## config.mk

```make
export PLATFORM = sky130hd
export DESIGN_NAME = seg_xlate_unit
export DESIGN_NICKNAME = d
export VERILOG_FILES = /design/src/rtl/segxl_pkg.sv /design/src/rtl/seg_fetch.sv /design/src/rtl/seg_cache.sv /design/src/rtl/seg_check.sv /design/src/rtl/seg_xlate_unit.sv
export SDC_FILE = /design/constraint.sdc
export NUM_CORES = 1
export LEC_CHECK = 0
export CAP_MARGIN = 20
export CORE_MARGIN = 3
export CORE_UTILIZATION = 35
export DETAILED_ROUTE_END_ITERATION = 16
export GPL_TIMING_DRIVEN = 0
export MAX_ROUTING_LAYER = met4
export PLACE_DENSITY = 0.57
export SYNTH_ARGS = -nofsm -noshare
export SYNTH_HDL_FRONTEND = slang
export SYNTH_SLANG_ARGS = --single-unit
```

## constraint.sdc

```tcl
create_clock -name clk -period 6.25 [get_ports clk]
set_input_delay 1.25 -clock clk [delete_from_list [all_inputs] [get_ports clk]]
set_output_delay 1.25 -clock clk [all_outputs]
set_load 0.05 [all_outputs]
```

## src/rtl/segxl_pkg.sv

```systemverilog
package segxl_pkg;
  parameter int IDX_W = 13;
  localparam int SEL_W = IDX_W + 1;
  localparam int LIM_W = 28;

  typedef enum logic [2:0] {
    FC_OK    = 3'd0,
    FC_NULL  = 3'd1,
    FC_NOTP  = 3'd2,
    FC_PRIV  = 3'd3,
    FC_LIMIT = 3'd4,
    FC_WRITE = 3'd5
  } fcode_e;

  typedef struct packed {
    logic [SEL_W-1:0] sel;
    logic [31:0]      base;
    logic [LIM_W-1:0] limit;
    logic [1:0]       dpl;
    logic             ro;
    logic             nul;
  } seg_ent_t;

  localparam seg_ent_t ENT_NULL = '{sel: '0, base: '0, limit: '0,
                                    dpl: 2'd0, ro: 1'b0, nul: 1'b1};
endpackage

```

## src/rtl/seg_fetch.sv

```systemverilog
module seg_fetch
  import segxl_pkg::*;
#(
  parameter int NSEG     = 6,
  parameter int SEGW     = 3,
  parameter int CODE_SEG = 1
) (
  input  logic             clk,
  input  logic             rst,
  input  logic [31:0]      gtab_base,
  input  logic [31:0]      ltab_base,
  input  logic             ld_valid,
  input  logic [SEGW-1:0]  ld_seg,
  input  logic [SEL_W-1:0] ld_sel,
  input  logic [1:0]       cpl,
  input  logic             mem_rvalid,
  input  logic [31:0]      mem_rdata,
  output logic             ld_busy,
  output logic             ld_done,
  output logic [2:0]       ld_code,
  output logic             mem_rd,
  output logic [31:0]      mem_addr,
  output logic             wr_en,
  output logic [SEGW-1:0]  wr_seg,
  output seg_ent_t         wr_ent
);
  localparam int PAD_W = 32 - IDX_W - 3;

  typedef enum logic [1:0] {F_IDLE, F_LO, F_HI} fst_e;
  fst_e st;

  logic [SEGW-1:0]  seg_q;
  logic [SEL_W-1:0] sel_q;
  logic [31:0]      base_q;
  logic             take, is_null, hi_ok;
  logic [1:0]       d_dpl;
  logic [31:0]      ent_off;

  assign take    = (st == F_IDLE) && ld_valid;
  assign is_null = (ld_sel == '0);
  assign d_dpl   = mem_rdata[29:28];
  assign ent_off = {{PAD_W{1'b0}}, ld_sel[SEL_W-1:1], 3'b000};
  assign hi_ok   = mem_rdata[30] && ((seg_q == SEGW'(CODE_SEG)) || (cpl <= d_dpl));
  assign ld_busy = (st != F_IDLE);
  assign mem_rd  = (st != F_IDLE);

  always_comb begin
    wr_en  = (take && is_null) || ((st == F_HI) && mem_rvalid && hi_ok);
    wr_seg = (st == F_IDLE) ? ld_seg : seg_q;
    if (st == F_IDLE) wr_ent = ENT_NULL;
    else wr_ent = '{sel: sel_q, base: base_q, limit: mem_rdata[LIM_W-1:0],
                    dpl: d_dpl, ro: mem_rdata[31], nul: 1'b0};
  end

  always_ff @(posedge clk) begin
    if (rst) begin
      st       <= F_IDLE;
      ld_done  <= 1'b0;
      ld_code  <= 3'd0;
      mem_addr <= '0;
      seg_q    <= '0;
      sel_q    <= '0;
      base_q   <= '0;
    end else begin
      ld_done <= 1'b0;
      case (st)
        F_IDLE: if (ld_valid) begin
          seg_q <= ld_seg;
          sel_q <= ld_sel;
          if (is_null) begin
            ld_done <= 1'b1;
            ld_code <= FC_OK;
          end else begin
            mem_addr <= (ld_sel[0] ? ltab_base : gtab_base) + ent_off;
            st       <= F_LO;
          end
        end
        F_LO: if (mem_rvalid) begin
          base_q   <= mem_rdata;
          mem_addr <= mem_addr + 32'd4;
          st       <= F_HI;
        end
        F_HI: if (mem_rvalid) begin
          st      <= F_IDLE;
          ld_done <= 1'b1;
          if (!mem_rdata[30]) ld_code <= FC_NOTP;
          else if (!hi_ok)    ld_code <= FC_PRIV;
          else                ld_code <= FC_OK;
        end
        default: st <= F_IDLE;
      endcase
    end
  end


  hold_addr_chk: assert property (@(posedge clk) disable iff (rst)
    (mem_rd && !mem_rvalid) |=> (mem_rd && $stable(mem_addr)));


  second_word_chk: assert property (@(posedge clk) disable iff (rst)
    ((st == F_LO) && mem_rvalid) |=> (mem_rd && (mem_addr == $past(mem_addr) + 32'd4)));


  done_busy_chk: assert property (@(posedge clk) disable iff (rst)
    $onehot0({ld_done, ld_busy}));
endmodule

```

## src/rtl/seg_cache.sv

```systemverilog
module seg_cache
  import segxl_pkg::*;
#(
  parameter int NSEG = 6,
  parameter int SEGW = 3
) (
  input  logic                  clk,
  input  logic                  rst,
  input  logic                  wr_en,
  input  logic [SEGW-1:0]       wr_seg,
  input  seg_ent_t              wr_ent,
  output seg_ent_t [NSEG-1:0]   ents
);
  seg_ent_t ent_r [NSEG];

  for (genvar g = 0; g < NSEG; g++) begin : g_ent
    always_ff @(posedge clk) begin
      if (rst) ent_r[g] <= ENT_NULL;
      else if (wr_en && (wr_seg == SEGW'(g))) ent_r[g] <= wr_ent;
    end
    assign ents[g] = ent_r[g];
  end
endmodule

```

## src/rtl/seg_check.sv

```systemverilog
module seg_check
  import segxl_pkg::*;
#(
  parameter int NSEG = 6,
  parameter int SEGW = 3
) (
  input  logic                clk,
  input  logic                rst,
  input  seg_ent_t [NSEG-1:0] ents,
  input  logic [1:0]          cpl,
  input  logic                acc_valid,
  input  logic [SEGW-1:0]     acc_seg,
  input  logic [31:0]         acc_off,
  input  logic                acc_wr,
  output logic                acc_done,
  output logic                acc_fault,
  output logic [2:0]          acc_code,
  output logic [SEL_W-1:0]    acc_sel,
  output logic [31:0]         acc_lin
);
  seg_ent_t ent;
  fcode_e   c;

  always_comb begin
    ent = ENT_NULL;
    for (int i = 0; i < NSEG; i++)
      if (acc_seg == SEGW'(i)) ent = ents[i];
    if (ent.nul)                                          c = FC_NULL;
    else if (cpl > ent.dpl)                               c = FC_PRIV;
    else if (acc_off > {{(32-LIM_W){1'b0}}, ent.limit})   c = FC_LIMIT;
    else if (acc_wr && ent.ro)                            c = FC_WRITE;
    else                                                  c = FC_OK;
  end

  always_ff @(posedge clk) begin
    if (rst) begin
      acc_done  <= 1'b0;
      acc_fault <= 1'b0;
      acc_code  <= 3'd0;
      acc_sel   <= '0;
      acc_lin   <= '0;
    end else begin
      acc_done  <= acc_valid;
      acc_fault <= acc_valid && (c != FC_OK);
      if (acc_valid) begin
        acc_code <= c;
        acc_sel  <= ent.sel;
        acc_lin  <= (c == FC_OK) ? ent.base + acc_off : 32'd0;
      end
    end
  end


  resp_chk: assert property (@(posedge clk) disable iff (rst)
    acc_valid |=> acc_done);


  ok_code_chk: assert property (@(posedge clk) disable iff (rst)
    (acc_done && !acc_fault) |-> (acc_code == 3'd0));
endmodule

```

## src/rtl/seg_xlate_unit.sv

```systemverilog
module seg_xlate_unit
  import segxl_pkg::*;
#(
  parameter int NSEG     = 6,
  parameter int CODE_SEG = 1,
  localparam int SEGW    = (NSEG > 1) ? $clog2(NSEG) : 1
) (
  input  logic             clk,
  input  logic             rst,
  input  logic [31:0]      gtab_base,
  input  logic [31:0]      ltab_base,
  input  logic             ld_valid,
  input  logic [SEGW-1:0]  ld_seg,
  input  logic [SEL_W-1:0] ld_sel,
  output logic             ld_busy,
  output logic             ld_done,
  output logic [2:0]       ld_code,
  output logic             mem_rd,
  output logic [31:0]      mem_addr,
  input  logic             mem_rvalid,
  input  logic [31:0]      mem_rdata,
  input  logic             acc_valid,
  input  logic [SEGW-1:0]  acc_seg,
  input  logic [31:0]      acc_off,
  input  logic             acc_wr,
  output logic             acc_done,
  output logic             acc_fault,
  output logic [2:0]       acc_code,
  output logic [SEL_W-1:0] acc_sel,
  output logic [31:0]      acc_lin
);
  seg_ent_t [NSEG-1:0] ents;
  logic                wr_en;
  logic [SEGW-1:0]     wr_seg;
  seg_ent_t            wr_ent;
  logic [1:0]          cpl;

  assign cpl = ents[CODE_SEG].dpl;

  seg_fetch #(.NSEG(NSEG), .SEGW(SEGW), .CODE_SEG(CODE_SEG)) u_fetch (
    .clk(clk), .rst(rst), .gtab_base(gtab_base), .ltab_base(ltab_base),
    .ld_valid(ld_valid), .ld_seg(ld_seg), .ld_sel(ld_sel), .cpl(cpl),
    .mem_rvalid(mem_rvalid), .mem_rdata(mem_rdata), .ld_busy(ld_busy),
    .ld_done(ld_done), .ld_code(ld_code), .mem_rd(mem_rd), .mem_addr(mem_addr),
    .wr_en(wr_en), .wr_seg(wr_seg), .wr_ent(wr_ent)
  );

  seg_cache #(.NSEG(NSEG), .SEGW(SEGW)) u_cache (
    .clk(clk), .rst(rst), .wr_en(wr_en), .wr_seg(wr_seg), .wr_ent(wr_ent),
    .ents(ents)
  );

  seg_check #(.NSEG(NSEG), .SEGW(SEGW)) u_check (
    .clk(clk), .rst(rst), .ents(ents), .cpl(cpl), .acc_valid(acc_valid),
    .acc_seg(acc_seg), .acc_off(acc_off), .acc_wr(acc_wr),
    .acc_done(acc_done), .acc_fault(acc_fault), .acc_code(acc_code),
    .acc_sel(acc_sel), .acc_lin(acc_lin)
  );


  keep_on_fail_chk: assert property (@(posedge clk) disable iff (rst)
    (ld_done && (ld_code != 3'd0)) |-> (ents == $past(ents)));
endmodule

```

==> reports/qor.yml, run 1 <==
worst_hold_path_type: "reg -> reg"
die_y_um: 298
cp_cell_sequence: "clkdlybuf4s50_1 > inv_2 > clkbuf_1 > clkbuf_1 > o2bb2ai_1 > ha_1 > inv_1 > fa_1 > nor2b_1 > o211ai_1 > a211oi_1 > nor4_1 > nor2_2 > a31oi_1 > xnor2_1 > nand3_1 > a21oi_1"
cts_num_sinks: 605
grt_usage_pct: 23.1
htree_levels: 3
globalRouteOverflowTotal: 0
finalCriticalPeriod_ns: 6.04
critPathBufInv: 5
critPathRequiredTime_ns: 6.79
setup.worst_path.class: "in -> reg"
flip_flop_and_latch_count_after_synthesis: 605
numCtsBuffers: 70
grt_pass1_wl_um: 147000
cp_top_family: "buffers and inverters"
setup_violations: 0
maxCapViolations: 0
number_of_synthesized_flops_with_an_enable_pin: 468
synth-warning-count: 0
routed_via_density: 5.37
design.portCount: 243
final_layout_size_suffix_gt1_share_pct: 9.75
peakVddDrop_uv: 196
post_dp_cell_area_um2: 34100
postSynthCellCount: 2553
start_util_pct: 35.5
report.power.total_w: 0.00991
cp_slowest_stage_delay_ns: 0.61
run_status: "completed"
antenna_found_initial: 11
drc_errors: 0
layout_worst_path_cycle_share_pct: 96.6
layout.cells.most_common: "edfxtp_1"
tritoncts: "done"
slowest_stage: "clkbuf_1"
synth.net_count: 2786
clock_path_buffers: 3
cp-start-kind: "input port"
worstPathArrival_ns: 6.58
mostFrequentLayoutCells: "edfxtp_1 (468), and2_1 (465), clkdlybuf4s50_1 (237), nand2_1 (209), a21oi_1 (177)"
postRouteWirelength_um: 101000
drtIter0Drc: 2124
grt_setup_unrepaired: "yes"
cpMostUsedCell: "clkbuf_1"
vias: 21900
avgSynthCellArea_um2: 11.7
critPathMaxFanout: 10
setup_ws_ns: 0.211
core_ar_um2: 84000
power.density_nw_per_um2: 272
synth_to_final_area_change_pct: 22.4
fin_worst_skew_ns: 0.0269
synth_async_sr_flop_share_pct: 0
fill_cells: 7818
max_frequency_ghz: 0.166
pre_antenna_drt_iters: 6
dpl_worst_slack_ns: -1.62
die_area_um2: 88600
port_buffers: 237
final_cell_area_um2: 36400
synth_area_um2: 29800
row_count: 106
tightestPinTransition_ns: 1.10
p_leak_nw: 13.4
gp_routability_congestion: 0.931
fin_worst_hold_slack_ns: 0.444
layout.core_utilization_pct: 43.4
drt-wirelength-per-cell_um: 24.8
later_pin_clock_latency_in_the_skew_report_ns: 0.62
path_clk_slew_ns: 0.06
die_w_um: 298
pin_count_of_the_biggest_net_entering_global_routing: 50
num-nets-final: 3120
crit_path_end_kind: "flip-flop"
timing.final.hold_violations: 0
cts_hold_buffers: 0
vias_in_the_first_global_route: 22200
antenna_violating_nets_post_route: 0
cell_variety_after_synth: 70
max_slew_margin_pct: 26.5
dp.final_hpwl_um: 73400
cts.root.buffer_cell: "clkbuf_16"
seq_area_frac_synth_pct: 56.4
ys_dominant_reg_cell: "edfxtp_1"
slew_viol_final: 0
power breakdown:
group	internal, W	switching [W]	total (W)
Clock	0.00236	0.00166	0.00401
Combinational	0.000495	0.000844	0.00134
Sequential	0.00447	0.0000930	0.00456
synth_stat cells, types with 5 or more instances:
| master | count | area, µm² |
|---|---|---|
| edfxtp_1 | 468 | 14100 |
| and2_1 | 465 | 2910 |
| nand2_1 | 209 | 785 |
| a21oi_1 | 177 | 886 |
| dfxtp_1 | 137 | 2740 |
| nor2_1 | 132 | 495 |
| clkbuf_1 | 104 | 390 |
| o21ai_0 | 98 | 490 |
| mux2i_1 | 96 | 961 |
| ha_1 | 77 | 963 |
| mux4_2 | 57 | 1280 |
| inv_1 | 41 | 154 |
| mux2_2 | 37 | 417 |
| nand3_1 | 37 | 185 |
| a211oi_1 | 29 | 218 |
| nor2b_1 | 26 | 163 |
| nor3_1 | 25 | 125 |
| xnor2_1 | 25 | 219 |
| xor2_1 | 24 | 210 |
| a222oi_1 | 19 | 190 |
| nand2b_1 | 19 | 119 |
| o2bb2ai_1 | 19 | 166 |
| a21o_1 | 18 | 135 |
| buf_1 | 16 | 60.1 |
| clkbuf_2 | 15 | 75.1 |
| a31oi_1 | 14 | 87.6 |
| buf_2 | 13 | 65.1 |
| o21ai_1 | 13 | 65.1 |
| nand4_1 | 12 | 75.1 |
| and3_1 | 10 | 62.6 |
| nor4_1 | 9 | 56.3 |
| o21bai_1 | 9 | 67.6 |
| o221ai_1 | 8 | 70.1 |
| or3_1 | 7 | 43.8 |
| a2111oi_0 | 6 | 52.6 |
| o21a_1 | 6 | 45.0 |
| o22ai_1 | 6 | 37.5 |
| o211ai_1 | 5 | 37.5 |
| o31ai_1 | 5 | 37.5 |
layer usage:
| layer | GRT usage, % | vias up | part of all wire [%] |
|---|---|---|---|
| li1 | - | 9965 | - |
| met3 | 4.99 | 171 | 8.0 |
| met4 | 6.12 | 0 | 2.8 |
| met1 | 29.0 | 10900 | 41 |
| met2 | 38.0 | 896 | 48 |
| met5 | - | - | 0 |
repair_timing:
action | CTS | global route
buffers inserted | 1 | 1
endpoints found under the hold margin | 0 | 0
pin swaps | 1 | 1
gates resized for setup | 23 | 12
setup endpoints to repair | 35 | 30
worst paths after layout:
kind	startpoint	to	slack [ns]	cells after the start
min	u_check.acc_lin[25]	u_check.acc_lin[25]	0.44	2
max reg2reg	u_cache.ent_r[2][22]	u_check.acc_lin[30]	2.27	15
min reg2reg	u_check.acc_lin[25]	u_check.acc_lin[25]	0.44	2
max	acc_seg[2]	u_check.acc_lin[22]	0.21	17
cell type report:
type                            instances  area (µm²)  share of cell area, %
Multi-Input combinational cell       1752       12300                   33.6
Timing Repair Buffer                  264        2900                   7.95
Buffer                                152         673                   1.85
Inverter                               42         158                  0.433
Clock inverter                         24         210                  0.577
Antenna cell                           10        25.0                 0.0687
Clock buffer                          104        2010                   5.52
Sequential cell                       605       16800                   46.1
Tap cell                             1134        1420                   3.89
through the flow:
stage | instances | setup TNS (ns)
2_1_floorplan | 2553 | -53.14
5_1_grt | 4086 | -0.00803
4_1_cts | 4076 | 0
3_5_place_dp | 3949 | -53.84
3_3_place_gp | 3924 | -1316.58
6_report | 4087 | 0
logic make-up after synthesis:
kind of cell             after synthesis  synth area share (%)
AO/OA/AOI/OAI                        461                  9.60
XOR/XNOR                              49                  1.44
adder cells (fa/ha/maj)               79                  3.37
buffers and inverters                196                  2.69
flip-flops                           605                  56.4
multiplexers                         190                  8.94
other                                  1                0.0126
AND/OR/NAND/NOR                      972                  17.5
registers in the layout, summed over array words and instances (netlist names):
signal / cells
u_fetch.base_q: 32
u_fetch.mem_addr: 32
u_check.acc_code: 3
u_fetch.sel_q: 14
u_check.acc_done: 1
u_fetch.ld_code: 2
u_fetch.seg_q: 3
u_fetch.ld_done: 1
u_check.acc_lin: 32
u_check.acc_sel: 14
u_check.acc_fault: 1
u_fetch.st: 2
u_cache.ent_r: 468
tightest hold or removal path, cell delays in order, from the launching register on:
cell and delay (ns):
dfxtp_1 0.31, nand2_1 0.05, o21ai_1 0.05
Note: power is estimated with default switching activity, not from simulation.
==> inputs of run 2 (changes only) <==
--- a/config.mk
+++ b/config.mk
@@ -12,6 +12,7 @@
 export GPL_TIMING_DRIVEN = 0
 export MAX_ROUTING_LAYER = met4
 export PLACE_DENSITY = 0.57
+export SKIP_CTS_REPAIR_TIMING = 1
 export SYNTH_ARGS = -nofsm -noshare
 export SYNTH_HDL_FRONTEND = slang
 export SYNTH_SLANG_ARGS = --single-unit
==> reports/qor.yml, run 2 (same netlist as run 1, synthesis figures left out) <==
run_status: "completed"
registers.top_by_ff_count: "u_cache.ent_r"
largest_register_ffs: 468  # unchanged
die_y_um: 298  # unchanged
slew_viol_final: 0  # unchanged
mostFrequentLayoutCells: "edfxtp_1 (468), and2_1 (464), clkdlybuf4s50_1 (237), nand2_1 (209), a21oi_1 (177)"
pin_count_of_the_biggest_net_entering_global_routing: 50  # unchanged
drc_errors: 0  # unchanged
final_cell_area_um2: 36500  # about the same
globalRouteOverflowTotal: 0  # unchanged
cp-start-kind: "input port"
grt_setup_unrepaired: "no"
path_clk_slew_ns: 0.06  # about the same
num-nets-final: 3122  # +0.064%
finalCriticalPeriod_ns: 6.04  # +0.00363 ns
fin_worst_hold_slack_ns: 0.445  # +0.0000290 ns
grt_usage_pct: 23.1  # +0.024 points
die_w_um: 298  # unchanged
numCtsBuffers: 70  # unchanged
postRouteWirelength_um: 101000  # +0.10%
fin_worst_skew_ns: 0.0264  # -0.000497 ns
core_ar_um2: 84000  # unchanged
dp.final_hpwl_um: 73400  # unchanged
crit_path_end_kind: "flip-flop"
grt_pass1_wl_um: 147000  # +0.15%
port_buffers: 237  # unchanged
design.portCount: 243  # unchanged
critPathMaxFanout: 10  # unchanged
row_count: 106  # unchanged
peakVddDrop_uv: 197  # +0.52%
ff2ff_path_depth: 12  # -3
p_leak_nw: 13.4  # +0.14%
power.density_nw_per_um2: 272  # about the same
antenna_found_initial: 12  # +1
tritoncts: "done"
synth_to_final_area_change_pct: 22.5  # about the same
layout_worst_path_cycle_share_pct: 96.7  # about the same
timing.final.hold_violations: 0  # unchanged
final.setup.tns_ns: 0  # unchanged
pre_antenna_drt_iters: 8  # +2
routed_via_density: 5.40  # +0.59%
gp_routability_congestion: 0.931  # unchanged
worst_hold_path_type: "reg -> reg"
tightestPinTransition_ns: 1.09  # -0.00941 ns
post_dp_cell_area_um2: 34100  # unchanged
setup_violations: 0  # unchanged
layout.cells.most_common: "edfxtp_1"
cts.root.buffer_cell: "clkbuf_16"
setup.worst_path.class: "in -> reg"
antenna_violating_nets_post_route: 0  # unchanged
report.power.total_w: 0.00992  # about the same
later_pin_clock_latency_in_the_skew_report_ns: 0.62  # about the same
clock_path_buffers: 3  # unchanged
worstPathArrival_ns: 6.58  # about the same
start_util_pct: 35.5  # unchanged
timing.hold.worst_path_depth: 2  # unchanged
maxCapViolations: 0  # unchanged
critPathRequiredTime_ns: 6.79  # about the same
drt-wirelength-per-cell_um: 24.8  # about the same
max_slew_margin_pct: 26.9  # +0.36 points
drtIter0Drc: 2166  # +2.0%
rrSetupSlack_ns: 2.16  # -0.11 ns
max_frequency_ghz: 0.165  # about the same
cts_num_sinks: 605  # unchanged
final_layout_size_suffix_gt1_share_pct: 9.88  # +0.13 points
vias: 22100  # +0.61%
htree_levels: 3  # unchanged
vias_in_the_first_global_route: 22200  # +0.0045%
die_area_um2: 88600  # unchanged
## run 2: cell types whose count changed in the layout (fill, tap and decap cells not counted), moves of 2 or more
cell	before	now
buf_4	7	9
clkbuf_1	114	112
clkbuf_2	27	33
buf_2	14	10
## run 2: where the power goes
group          total [W]  internal (W)  switching (W)
clock network    0.00401       0.00236        0.00166
registers        0.00456       0.00447      0.0000938
logic            0.00134      0.000495       0.000845
total            0.00992       0.00732        0.00260
## run 2: area by class of cell
type                            instances  area (µm²)
Tap cell                             1134        1420
Buffer                                152         673
Clock buffer                          104        2010
Fill cell                            7817       47500
Timing Repair Buffer                  266        2910
Clock inverter                         24         210
Multi-Input combinational cell       1752       12300
Antenna cell                            9        22.5
Inverter                               42         158
Sequential cell                       605       16800
## run 2: through the flow
step	util (%)	cells	worst slack, ns
floorplan	-	2553	-0.341
CTS	43.3	4077	-1.01
global placement	40.0	3924	-5.09
finish	43.4	4088	0.207
detailed placement	40.7	3949	-1.62
global route	43.4	4088	0.0239
## run 2: worst paths after layout
| path | startpoint | endpoint |
|---|---|---|
| max reg2reg | u_cache.ent_r[1][35] | u_check.acc_lin[19] |
| max | acc_seg[2] | u_check.acc_lin[22] |
| min | u_check.acc_lin[25] | u_check.acc_lin[25] |
| min reg2reg | u_check.acc_lin[25] | u_check.acc_lin[25] |
## run 2: worst max-delay path, cell delays in order
cell             delay, ns
clkdlybuf4s50_1       0.57
inv_2                 0.32
clkbuf_1              0.56
clkbuf_1              0.62
o2bb2ai_1             0.21
ha_1                  0.22
inv_1                 0.07
fa_1                  0.40
nor2b_1               0.17
o211ai_1              0.14
a211oi_1              0.33
nor4_1                0.11
nor2_2                0.42
a31oi_1               0.30
xnor2_1               0.55
nand3_1               0.16
a21oi_1               0.17
## run 2: metal layers
layer / track usage, % / vias to the layer above / routed length, µm
met1: 29.2 / 11000 / 42000
li1: - / 9969 / -
met4: 6.01 / 0 / 2800
met5: - / - / 0
met2: 38.0 / 904 / 48700
met3: 4.79 / 160 / 7890
